### src/rtl/vline_avg_pkg.sv
package vline_avg_pkg;
    typedef enum logic [1:0] {
        ST_EMPTY = 2'd0,
        ST_FILL  = 2'd1,
        ST_CLOSE = 2'd2
    } win_state_t;
endpackage

### src/rtl/vline_avg_ctrl.sv
module vline_avg_ctrl
    import vline_avg_pkg::*;
#(
    parameter int PH_W = 6
) (
    input  logic            clk,
    input  logic            rst_n,
    input  logic            pix_ok,
    input  logic            line_end,
    input  logic [PH_W:0]   scale_in,
    output logic            first_o,
    output logic            close_o,
    output logic            win_open_o,
    output logic [PH_W:0]   inc_cur_o,
    output logic [PH_W:0]   inc_q_o
);
    localparam int SUM_W = PH_W + 2;
    localparam int UNITY_I = 1 << PH_W;
    localparam logic [PH_W:0]    UNITY   = UNITY_I[PH_W:0];
    localparam logic [SUM_W-1:0] UNITY_W = UNITY_I[SUM_W-1:0];
    localparam logic [PH_W:0]    ONE     = {{PH_W{1'b0}}, 1'b1};

    win_state_t       state_q, state_d;
    logic [PH_W-1:0]  phase_q, phase_d;
    logic [PH_W:0]    inc_q, inc_d, scale_eff;
    logic             first_q, first_d;
    logic [SUM_W-1:0] sum_one, sum_two, sum_new;

    always_comb begin
        if (scale_in == '0)        scale_eff = ONE;
        else if (scale_in > UNITY) scale_eff = UNITY;
        else                       scale_eff = scale_in;
    end

    assign sum_one = {2'b00, phase_q} + {1'b0, inc_q};
    assign sum_two = {2'b00, phase_q} + {inc_q, 1'b0};
    assign sum_new = {2'b00, phase_q} + {1'b0, scale_eff};

    always_comb begin
        state_d = state_q;
        phase_d = phase_q;
        inc_d   = inc_q;
        first_d = first_q;
        unique case (state_q)
            ST_EMPTY: if (pix_ok) begin
                inc_d   = scale_eff;
                first_d = 1'b1;
                state_d = (sum_new >= UNITY_W) ? ST_CLOSE : ST_FILL;
            end
            ST_FILL: if (line_end) begin
                phase_d = sum_one[PH_W-1:0];
                first_d = 1'b0;
                state_d = (sum_two >= UNITY_W) ? ST_CLOSE : ST_FILL;
            end
            ST_CLOSE: if (line_end) begin
                phase_d = sum_one[PH_W-1:0];
                first_d = 1'b0;
                state_d = ST_EMPTY;
            end
            default: state_d = ST_EMPTY;
        endcase
    end

    always_ff @(posedge clk) begin
        if (!rst_n) begin
            state_q <= ST_EMPTY;
            phase_q <= '0;
            inc_q   <= UNITY;
            first_q <= 1'b0;
        end else begin
            state_q <= state_d;
            phase_q <= phase_d;
            inc_q   <= inc_d;
            first_q <= first_d;
        end
    end

    always_comb begin
        first_o   = first_q;
        close_o   = 1'b0;
        inc_cur_o = inc_q;
        unique case (state_q)
            ST_EMPTY: begin
                first_o   = 1'b1;
                close_o   = (sum_new >= UNITY_W);
                inc_cur_o = scale_eff;
            end
            ST_FILL:  close_o = 1'b0;
            ST_CLOSE: close_o = 1'b1;
            default:  close_o = 1'b0;
        endcase
    end

    assign win_open_o = (state_q != ST_EMPTY);
    assign inc_q_o    = inc_q;
endmodule

### src/rtl/vline_avg_linebuf.sv
module vline_avg_linebuf #(
    parameter int PIX_W  = 8,
    parameter int LINE_W = 16,
    parameter int ACC_W  = 14
) (
    input  logic             clk,
    input  logic             rst_n,
    input  logic             pix_ok,
    input  logic [PIX_W-1:0] pix_data,
    input  logic             line_end,
    input  logic             first,
    output logic [ACC_W-1:0] sum_o,
    output logic             in_range_o
);
    localparam int COL_W = $clog2(LINE_W + 1);
    localparam int IDX_W = (LINE_W > 1) ? $clog2(LINE_W) : 1;
    localparam logic [COL_W-1:0] LAST = LINE_W[COL_W-1:0];

    logic [ACC_W-1:0] acc_q [LINE_W];
    logic [COL_W-1:0] col_q;
    logic [ACC_W-1:0] rd_val, pix_ext;
    logic             wr_en;

    assign in_range_o = (col_q < LAST);
    assign wr_en      = pix_ok && in_range_o;
    assign rd_val     = acc_q[col_q[IDX_W-1:0]];
    assign pix_ext    = {{(ACC_W-PIX_W){1'b0}}, pix_data};
    assign sum_o      = first ? pix_ext : (rd_val + pix_ext);

    always_ff @(posedge clk) begin
        if (!rst_n)        col_q <= '0;
        else if (line_end) col_q <= '0;
        else if (wr_en)    col_q <= col_q + 1'b1;
    end

    for (genvar c = 0; c < LINE_W; c++) begin : g_col
        always_ff @(posedge clk) begin
            if (wr_en && (col_q == COL_W'(c)))
                acc_q[c] <= sum_o;
        end
    end
endmodule

### src/rtl/vline_avg_gain.sv
module vline_avg_gain #(
    parameter int PIX_W = 8,
    parameter int ACC_W = 14,
    parameter int PH_W  = 6
) (
    input  logic             clk,
    input  logic             rst_n,
    input  logic             en,
    input  logic [ACC_W-1:0] sum,
    input  logic [PH_W:0]    inc,
    output logic             out_valid,
    output logic [PIX_W-1:0] out_data
);
    localparam int PROD_W = ACC_W + PH_W + 1;
    localparam logic [PROD_W-1:0] PIX_MAX = {{(PROD_W-PIX_W){1'b0}}, {PIX_W{1'b1}}};

    logic [PROD_W-1:0] prod, scaled;
    logic [PIX_W-1:0]  sat;

    assign prod   = {{(PH_W+1){1'b0}}, sum} * {{ACC_W{1'b0}}, inc};
    assign scaled = prod >> PH_W;
    assign sat    = (scaled > PIX_MAX) ? {PIX_W{1'b1}} : scaled[PIX_W-1:0];

    always_ff @(posedge clk) begin
        if (!rst_n) begin
            out_valid <= 1'b0;
            out_data  <= '0;
        end else begin
            out_valid <= en;
            if (en) out_data <= sat;
        end
    end
endmodule

### src/rtl/vline_avg.sv
module vline_avg #(
    parameter int PIX_W  = 8,
    parameter int LINE_W = 16,
    parameter int PH_W   = 6
) (
    input  logic             clk,
    input  logic             rst_n,
    input  logic             pix_valid,
    input  logic [PIX_W-1:0] pix_data,
    input  logic             line_end,
    input  logic [PH_W:0]    scale_in,
    output logic             out_valid,
    output logic [PIX_W-1:0] out_data,
    output logic [PH_W:0]    gain_out
);
    localparam int ACC_W = PIX_W + PH_W;

    logic             pix_ok, first, close, win_open, in_range;
    logic [PH_W:0]    inc_cur, inc_q;
    logic [ACC_W-1:0] sum;

    // a pixel coinciding with a line end is dropped
    assign pix_ok = pix_valid && !line_end;

    vline_avg_ctrl #(.PH_W(PH_W)) u_ctrl (
        .clk(clk), .rst_n(rst_n), .pix_ok(pix_ok), .line_end(line_end),
        .scale_in(scale_in), .first_o(first), .close_o(close),
        .win_open_o(win_open), .inc_cur_o(inc_cur), .inc_q_o(inc_q)
    );

    vline_avg_linebuf #(.PIX_W(PIX_W), .LINE_W(LINE_W), .ACC_W(ACC_W)) u_buf (
        .clk(clk), .rst_n(rst_n), .pix_ok(pix_ok), .pix_data(pix_data),
        .line_end(line_end), .first(first), .sum_o(sum), .in_range_o(in_range)
    );

    vline_avg_gain #(.PIX_W(PIX_W), .ACC_W(ACC_W), .PH_W(PH_W)) u_gain (
        .clk(clk), .rst_n(rst_n), .en(pix_ok && in_range && close),
        .sum(sum), .inc(inc_cur), .out_valid(out_valid), .out_data(out_data)
    );

    assign gain_out = inc_q;
endmodule

### config.mk
export PLATFORM = sky130hd
export DESIGN_NAME = vline_avg
export DESIGN_NICKNAME = d
export VERILOG_FILES = /design/src/rtl/vline_avg_pkg.sv /design/src/rtl/vline_avg_ctrl.sv /design/src/rtl/vline_avg_linebuf.sv /design/src/rtl/vline_avg_gain.sv /design/src/rtl/vline_avg.sv
export SDC_FILE = /design/constraint.sdc
export NUM_CORES = 1
export LEC_CHECK = 0
export BUFFER_PORTS_ARGS = -buffer_cell sky130_fd_sc_hd__clkbuf_2
export CELL_PAD_IN_SITES_DETAIL_PLACEMENT = 0
export CELL_PAD_IN_SITES_GLOBAL_PLACEMENT = 2
export CORE_AREA = 2 2 193 195
export DETAILED_ROUTE_END_ITERATION = 8
export DIE_AREA = 0 0 195 197
export PLACE_DENSITY_LB_ADDON = 0.1
export RECOVER_POWER = 50
export SLEW_MARGIN = 20
export SYNTH_ARGS = -nofsm -noshare
export SYNTH_HDL_FRONTEND = slang
export SYNTH_SLANG_ARGS = --single-unit
### constraint.sdc
create_clock -name clk -period 7.9 [get_ports clk]
set_input_delay 1.58 -clock clk [delete_from_list [all_inputs] [get_ports clk]]
set_output_delay 1.58 -clock clk [all_outputs]
set_load 0.01 [all_outputs]
==> metrics.md <==
| Metric | Value |
|---|---|
| Outcome | `finished clean` |
| Synth Area in Simple Gates | `0.09510` |
| Sequential share of power | `0.285` |
| Syn_nets | `roughly 1.2k` |
| Power per Cell Area | `between 300 and 400 nW/um^2` |
| Fin nets | `~1.3k` |
| Biggest cell delay along the critical path | `0.57 ns` |
| Die H | `between 150 and 200 um` |
| Most common cell after layout, fill and taps aside | `edfxtp_1` |
| N_diodes | `0` |
| Top FF cell, synth | `edfxtp_1` |
| Clock network fraction of design power | `0.220` |
| Number of antenna-violating nets in the routed design | `0` |
| CTS tree | `yes` |
| Share of the synthesized area in the top cell type | `0.4686` |
| Avg Vias per Cell | `5.157` |
| Sequential share of the synthesized area | `0.5160` |
| Async SR Flop Fraction | `0` |
| Critical path's slowest cell | `mux4_2` |
| Fin crit period | `7.595 ns` |
| Worst slew margin | `0.1952` |
| RePlAce Congestion | `0.7812` |
| Worst-Margin Slew | `1.207 ns` |
| Row cnt | `70` |
| P&R area growth vs syn | `19.20%` |
| Synth Area in Compound Gates | `0.06721` |
| Average instance area after synthesis | `13.87 sq um` |
| Area of the multi-input gates | `6689 sq um` |
| Final period utilization | `0.9614` |
| Worst-Skew Late Latency | `slightly below 0.6 ns` |
| Fmax achieved | `0.1317 GHz` |
| Mapped Cells | `1035` |
| Vias in the first global route | `between 8k and 9k` |
| FF/Latch Area | `~7400 sq um` |
| Final WS setup | `between 0.3 and 0.4 ns` |
| Vias | `slightly below 9k` |
| Worst setup EP type | `register` |
| Net Sw Power | `around 2.2 mW` |
| CP dominant cell by count | `fa_1` |
| Internal power | `between 3 and 4 mW` |
| H-tree levels | `1` |
| Initial antenna violation count | `1` |
| Commonest cells after routing, fill and taps aside | `edfxtp_1, buf_4, nor2_1, inv_1, mux4_2` |
| Worst path required time | `8.36 ns` |
| 1st-iter DRT viols | `about 470` |
| Final setup fails | `0` |
| Switching Fraction | `0.3742` |
| Comb pwr share | `0.495` |
| Gr ovfl total | `0` |
| Drt total wl | `between 30 and 40 mm` |
| WP data arrival | `about 8 ns` |
| Port Buf Inserts | `34` |
| Post-route cell area | `17110 sq um` |
| Startpoint types | `register` |
| Initial core utilization | `0.3959` |
| Die area | `just under 40000 sq um` |
| WL/cell | `20.86 um` |
| Largest family of logic cells by synthesized area | `adder cells` |
| Clock Path Buffers | `3` |
| Max-slew violation count | `0` |
| Synth area leader | `edfxtp_1` |
| Drt pass-1 iters | `5` |
| # DRC | `0` |
| Post-synthesis mux area share | `0.1203` |
| CTS root buf | `clkbuf_16` |
| LEAKAGE | `6.522 nW` |
| Post-Place Worst Slack | `-0.2568 ns` |
| Crit-path max FO | `8` |
| Largest net degree at the start of global routing | `27` |
| Die X | `between 150 and 200 um` |
| Clock Sinks | `between 200 and 300` |
| Core area | `approximately 36000 sq um` |
| # hold bufs at CTS | `0` |
| Synth Register Bits | `~260` |
| Total track usage | `0.1859` |
| Total power | `between 5 and 6 mW` |
| Max Cap Viol | `0` |
| Xor and xnor fraction of the mapped netlist area | `0.01953` |
| Layout fillers | `3266` |
| Share of layout cells above drive strength 1 | `0.2692` |
| First-pass GRT wire length | `about 54 mm` |
| Worst hold path class | `register to register` |
| Post-synth EDFFs | `roughly 220` |
| CTS buffer count | `28` |
| Yosys warning count | `0` |
| Final-report hold violation count | `0` |
| Clock slew at reported path FFs | `approximately 0.060 ns` |
| Clock Skew | `~0.045 ns` |
| Mapped Area | `roughly 14000 sq um` |
| Post-synthesis cell type count | `75` |
| Top cells by area, synth | `edfxtp_1, mux4_2, fa_1` |
| Ports | `35` |
| Critical path class | `register to register` |
| Detailed placement HPWL | `between 20 and 30 mm` |
| Dpl cell area | `15860 sq um` |
| Adder-Cell Fraction of Synth Area | `0.1475` |
| VDD IR-drop max | `about 0.2 mV` |
timing repair:
| action | 4_1_cts | 5_1_grt |
|---|---|---|
| endpoints found under the setup margin | 8 | 8 |
| pin swaps | 0 | 21 |
| buffers inserted | 0 | 14 |
| resized for setup | 4 | 40 |
final timing paths:
check                               startpoint                 end  slack, ns  depth (start not counted)
worst max-delay path                  register  u_gain.out_data[5]       0.31                         31
worst min-delay path            u_buf.col_q[4]      u_buf.col_q[4]       0.48                          2
worst max register to register        register  u_gain.out_data[5]       0.31                         31
worst min register to register  u_buf.col_q[4]      u_buf.col_q[4]       0.48                          2
final cells by class:
| cell class | count | share of cell area |
|---|---|---|
| clock buffer | 32 | 0.04183 |
| multi-input combinational | 655 | 0.3909 |
| tap | 468 | 0.03422 |
| timing repair buffer | 161 | 0.06830 |
| sequential | 258 | 0.4332 |
| clock inverter | 18 | 0.01243 |
| inverter | 87 | 0.01909 |
per-stage QoR:
stage               cells  setup TNS [ns]  hold slack (ns)  utilization
floorplan            1035               0           0.4519            -
global placement     1615          -1.050           0.4674       0.4375
detailed placement   1615          -2.028           0.4777       0.4375
CTS                  1665               0           0.4847       0.4635
global route         1679         -0.1328           0.5180       0.4719
finish               1679               0           0.4826       0.4719
cell usage after synthesis, drive strengths merged, types with 17 or more instances:
cell type	number
nand2b	17
clkbuf	22
fa	62
nor2	109
dfxtp	34
or2	19
inv	87
o21ai	32
a21oi	36
nand2	43
mux4	70
edfxtp	224
ha	70
nor3	26
metal layers:
| layer | wire [um] | global-route usage | share of wire |
|---|---|---|---|
| met3 | 1221 | 0.02481 | 0.035 |
| met5 | 0 | 0 | 0 |
| met1 | 15430 | 0.2505 | 0.44 |
| met2 | 18010 | 0.3257 | 0.51 |
| met4 | 362 | 0.03421 | 0.010 |
flip-flops by register name, indices dropped and copies added, names as in the netlist, named ones only:
signal	count
u_ctrl.first_q	1
u_ctrl.phase_q	6
u_ctrl.inc_q_o	7
u_gain.out_valid	1
u_ctrl.state_q	2
u_buf.col_q	5
u_buf.acc_q	224
u_gain.out_data	8
cells by family after synthesis:
family,Yosys count
DFF,258
muxes,85
adders and majority gates,132
AOI/OAI and AO/OA,136
xor gates and xnor gates,26
buffers and inverters,122
and+or+nand+nor,276
worst max-delay path, delay by kind of cell, from the launching register on:
kind / cells / cell delay [ns]
DFF: 1 / 0.39
AOI/OAI and AO/OA: 10 / 1.90
adders and majority gates: 6 / 2.44
and+or+nand+nor: 5 / 0.85
buffers and inverters: 8 / 0.87
muxes: 2 / 1.07
power by group through the flow:
stage	Combinational (mW)	Sequential (mW)	Clock (mW)
global route	3.36	1.71	1.40
finish	2.96	1.71	1.31
floorplan	1.71	1.73	0
detailed placement	2.81	1.74	0
CTS	2.83	1.71	1.35
global placement	2.81	1.74	0
(Power assumes the default switching activity.)
